## config.mk

```make
export PLATFORM = sky130hd
export DESIGN_NAME = stride_wrap_counter
export DESIGN_NICKNAME = d
export VERILOG_FILES = /design/src/rtl/stride_wrap_counter.sv
export SDC_FILE = /design/constraint.sdc
export NUM_CORES = 1
export LEC_CHECK = 0
export BUFFER_PORTS_ARGS = -buffer_cell sky130_fd_sc_hd__buf_2
export CAP_MARGIN = 10
export CORE_MARGIN = 4
export CORE_UTILIZATION = 45
export CTS_CLUSTER_DIAMETER = 200
export CTS_CLUSTER_SIZE = 12
export DETAILED_ROUTE_END_ITERATION = 8
export PLACE_DENSITY = 0.68
export SETUP_SLACK_MARGIN = 0.1
export SYNTH_ARGS = -nofsm -noshare
export SYNTH_HDL_FRONTEND = slang
export SYNTH_SLANG_ARGS = --single-unit
```

## constraint.sdc

```tcl
create_clock -name clk -period 2.5 [get_ports clk]
set_input_delay 0.375 -clock clk [delete_from_list [all_inputs] [get_ports clk]]
set_output_delay 0.375 -clock clk [all_outputs]
set_load 0.03 [all_outputs]
```

## src/rtl/stride_wrap_counter.sv

```systemverilog
module stride_wrap_counter #(
  parameter int W = 32,
  parameter bit HAS_EN = 1'b1
) (
  input  logic         clk,
  input  logic         rst,
  input  logic         en,
  input  logic         start,
  input  logic [W-1:0] max_in,
  input  logic [W-1:0] step_in,
  output logic [W-1:0] count,
  output logic         valid
);
  logic [W-1:0] max_q, step_q, cnt_q;
  logic         run_q;
  logic         adv;

  assign adv   = HAS_EN ? en : 1'b1;
  assign count = cnt_q;
  assign valid = run_q;

  always_ff @(posedge clk) begin
    if (rst) begin
      max_q  <= '0;
      step_q <= '0;
      cnt_q  <= '0;
      run_q  <= 1'b0;
    end else if (start) begin
      max_q  <= max_in;
      step_q <= step_in;
      cnt_q  <= '0;
      run_q  <= 1'b1;
    end else if (run_q) begin
      if (cnt_q == max_q) cnt_q <= '0;
      else if (adv)       cnt_q <= cnt_q + step_q;
    end
  end
endmodule


```

### Word level (Yosys, flattened, before mapping)

Index checks and enable logic that the tools add are counted.

* register bits: 97
* input port bits: 68
* output and inout port bits: 33
* logic and storage cells: 11

* add/subtract/negate cells: 1
* equality and inequality tests: 1
* multiplexer cells: 2
* reduce and logical (&&, ||, !) cells: 3

Operators by type and width (number)
* $mux 32: 2
* $add 32x32->32: 1
* $eq 32x32->1: 1
* $reduce_and 2->1: 1
* $reduce_bool 2->1: 1
* $reduce_or 2->1: 1

### Logic depth before layout (Yosys ltp)

* depth after elaboration: 3
* depth in mapped cells: 12
* depth with buffers taken out: 12

### Least setup slack after synthesis

No wires, ideal clock.

* path kind: register to register
* start: register cnt_q[0] (netlist: count[0])
* end: register cnt_q[30] (netlist: count[30])
* setup time: 120 ps
* arrival time: 2799 ps
* required time: 2380 ps
* path slack: -419 ps
* cell stages (with the launch flop): 13
* path buffers: 0
* clock period less this slack: 2919 ps
* path through: dfxtp_1 > ha_1 > inv_1 > fa_1 > nand2b_1 > a21oi_2 > o21bai_1 > o221a_1 > nor3_2 > o221ai_2 > o31ai_1 > mux2i_1 > nand2_1

* cells in the longest elaborated chain, start to end: 3
* elaborated cells between the ends (all ways): 6
* classes of those cells: add/sub: 1; eq/ne: 1; mux: 2; reduce/logical: 2

RTL lines
* from (decl): RTL line 14 `logic [W-1:0] max_q, step_q, cnt_q;`
* from (signal assigned): RTL line 35 `else if (adv) cnt_q <= cnt_q + step_q;`
* $add 32x32->32 / $eq 32x32->1 (equally long branches): RTL line 35, 34
* $mux 32 / $reduce_bool 2->1 (equally long branches)
* $mux 32 / $reduce_and 2->1 (equally long branches)

Several ways; a longest one is shown, not always the timed one. The select of a mux whose other input is x is not followed.
A chain may end at the register's enable or synchronous reset.

### Worst setup path after layout

* start: register cnt_q[0] (netlist: count[0])
* end: register cnt_q[22] (netlist: count[22])

Same word-level chain as after synthesis.

==> out/summary.txt <==
Final Util: 62.33%
Reg power frac: 44.7%
FF+latch count, synth: 97
vias per cell: 5.570
RSZ-0062 raised after global routing: true
crit start category: flop
core box area: 11,520 sq um
Die Ht: 116.8 um
Worst Path Max Fanout: 2
clock buffer count from CTS: 9
Worst R2R End: count[22]
vias in the first global route: 4,904
site row count: 39
Post-synth EDFFs: 0
Seq/Total Area, Yosys: 36.47%
initial antenna violation count: 0
Vias: 5,007
Worst R2R Setup Slack: -120 ps
Sw Pwr: 0.9230 mW
P per Cell Area: 518.0 nW/um^2
Setup TNS: -400.7 ps
DR WL/cell: 17.26 um
first-pass GRT wire length: 23.32 mm
die width: 116.8 um
static leakage: 3.548 nW
nets: 851
worst path required time: 2750 ps
clk_skew: 11.80 ps
Peak Freq: 381.5 MHz
Distinct cells, synth: 55
starting density of the core: 46.24%
switching part of the total: 24.82%
Root Driver: clkbuf_16
largest net degree at the start of global routing: 67
Post-DP HPWL: 10.99 mm
CTS sink count: 97
Fin. Hold Viols: 0
Main synth FF type: dfxtp_1
Worst-Margin Slew: 727.1 ps
Placer Congestion: 0.8975
CP arrival: 2870 ps
Clock Latency Late Sink: 360 ps
r2r startpoint: count[0]
IO buf count: 100
initial DRC count: 244
Combinational Power Share: 13.0%
GR Overflow Total: 0
Reg clk slew, reported paths: 70 ps
most common cell after layout, fill and taps aside: nor2_1
ANT cells: 0
WS Path Type: flop to flop
max-slew violations: 0
asr flop ratio synth: 0%
drt total wl: 15.51 mm
Yosys Warn Count: 0
Worst Hold End: max_q[17]
Final ANT Viol Nets: 0
status: complete, but fails checks
Slew HR: 51.53%
violated checks: setup timing
Mapped Cells: 593
DR pass1 iterations: 5
fin worst setup slack: -121.4 ps
fraction of layout cells with a size suffix above 1: 33.33%
CTS Buffer Depth: 2
Int Power: 2.795 mW
global router's overall resource usage: 21.82%
Synth Area per Inst: 8.980 sq um
I/O pin count: 101
worst vdd ir: 0.2677 mV
Final Cycle Share: 104.9%
nature of the critical path endpoint: flop
Worst Hold Class: input pin to flop
H-Tree Depth: 3
beginning of the worst hold path: max_in[17]
mapped cell area: 5325 sq um
r2r worst-path depth: 13
Final Critical Period: 2621 ps
setup violators final: 6
die area: 13,640 sq um
most frequent cells in the layout: nor2_1, buf_2, dfxtp_1
clock share of power: 42.3%
Max-Cap Viols: 0
hold path depth: 3
syn nets: 693
area growth from synthesis to layout: 34.80%
CTS tree: built
DRC errors left: 0
## critical path, cell delays in order (launching register included)
cell and delay [ps]:
dfxtp_4 360, ha_4 130, inv_2 30, fa_2 350, nand2b_4 170, a21oi_4 140, o21bai_2 100, o221a_1 300
nor3_4 240, o221ai_2 130, buf_4 160, o21ai_2 170, xnor2_1 150, o21ai_1 70
## worst max-delay path by stage
stage	from	end	slack [ps]
floorplan	count[0]	count[30]	-40
global placement	step_q[0]	count[30]	-120
detailed placement	step_q[0]	count[30]	-180
CTS	count[0]	count[30]	-110
global route	count[0]	count[22]	-240
finish	count[0]	count[22]	-120
## cell families after synthesis
family	count (synthesis)	synth area share (%)
buffers and inverters	37	2.773
adders and majority gates	32	7.660
DFF	97	36.47
xor gates and xnor gates	58	9.540
muxes	66	12.41
and+or+nand+nor	181	15.41
AOI/OAI and AO/OA	122	15.74
## per-stage QoR
step	power (mW)	instance area [sq um]	hold WS [ps]	worst slack, ps	instances
final	3.718	7178	248.3	-121.4	899
after global placement	2.128	6382	482.0	-116.4	868
after floorplan	1.971	5364	464.7	-42.97	593
after detailed placement	2.142	6382	490.3	-175.9	868
after CTS	3.701	6863	249.3	-105.4	889
after global routing	3.840	7178	264.5	-242.9	899
## synth_stat cells (3+ instances only)
cell / number / share of area, %
a211oi_1: 5 / 0.70
a21o_1: 12 / 1.7
a21oi_1: 29 / 2.7
a22o_1: 3 / 0.49
a22oi_1: 18 / 2.5
and3_1: 3 / 0.35
buf_1: 5 / 0.35
buf_2: 7 / 0.66
clkbuf_1: 16 / 1.1
dfxtp_1: 97 / 36
ha_1: 31 / 7.3
inv_1: 9 / 0.63
mux2i_1: 66 / 12
nand2_1: 27 / 1.9
nand2b_1: 6 / 0.70
nand3_1: 7 / 0.66
nand4_1: 8 / 0.94
nor2_1: 103 / 7.3
nor4_1: 8 / 0.94
o211ai_1: 5 / 0.70
o21ai_0: 10 / 0.94
o21ai_1: 12 / 1.1
o21bai_1: 7 / 0.99
o31ai_1: 4 / 0.56
or3_1: 4 / 0.47
xnor2_1: 13 / 2.1
xor2_1: 45 / 7.4
## power by group through the flow
stage	combinational (mW)	sequential [mW]	clock, mW
after floorplan	0.279	1.69	0
after global placement	0.439	1.69	0
after detailed placement	0.449	1.69	0
after CTS	0.458	1.66	1.59
after global routing	0.530	1.67	1.64
final	0.482	1.66	1.57
## layer usage
metal,routed length [um],global-route usage [%]
met5,0,0
met4,482,9.480
met3,918,3.702
met2,7391,36.10
met1,6721,28.08
## registers in the layout, summed over array words and instances, names as in the netlist
name	cells
valid	1
max_q	32
step_q	32
count	32
## timing repair
action                     4_1_cts  5_1_grt
setup endpoints to repair       11       17
gates cloned                     0        0
gates resized for setup         18       43
hold buffers                     0        0
pin swaps                       15       30
buffers inserted                 5       10
## cell type report
class                   count  area [sq um]
inverters                   9         33.78
multi-input cells         459          3578
repair buffers            175          1089
clock inverters             4         73.82
fillers                   965          4338
well taps                 143         178.9
clock buffers              12         266.5
flip-flops and latches     97          1958
Power figures use the tool's default switching activity.
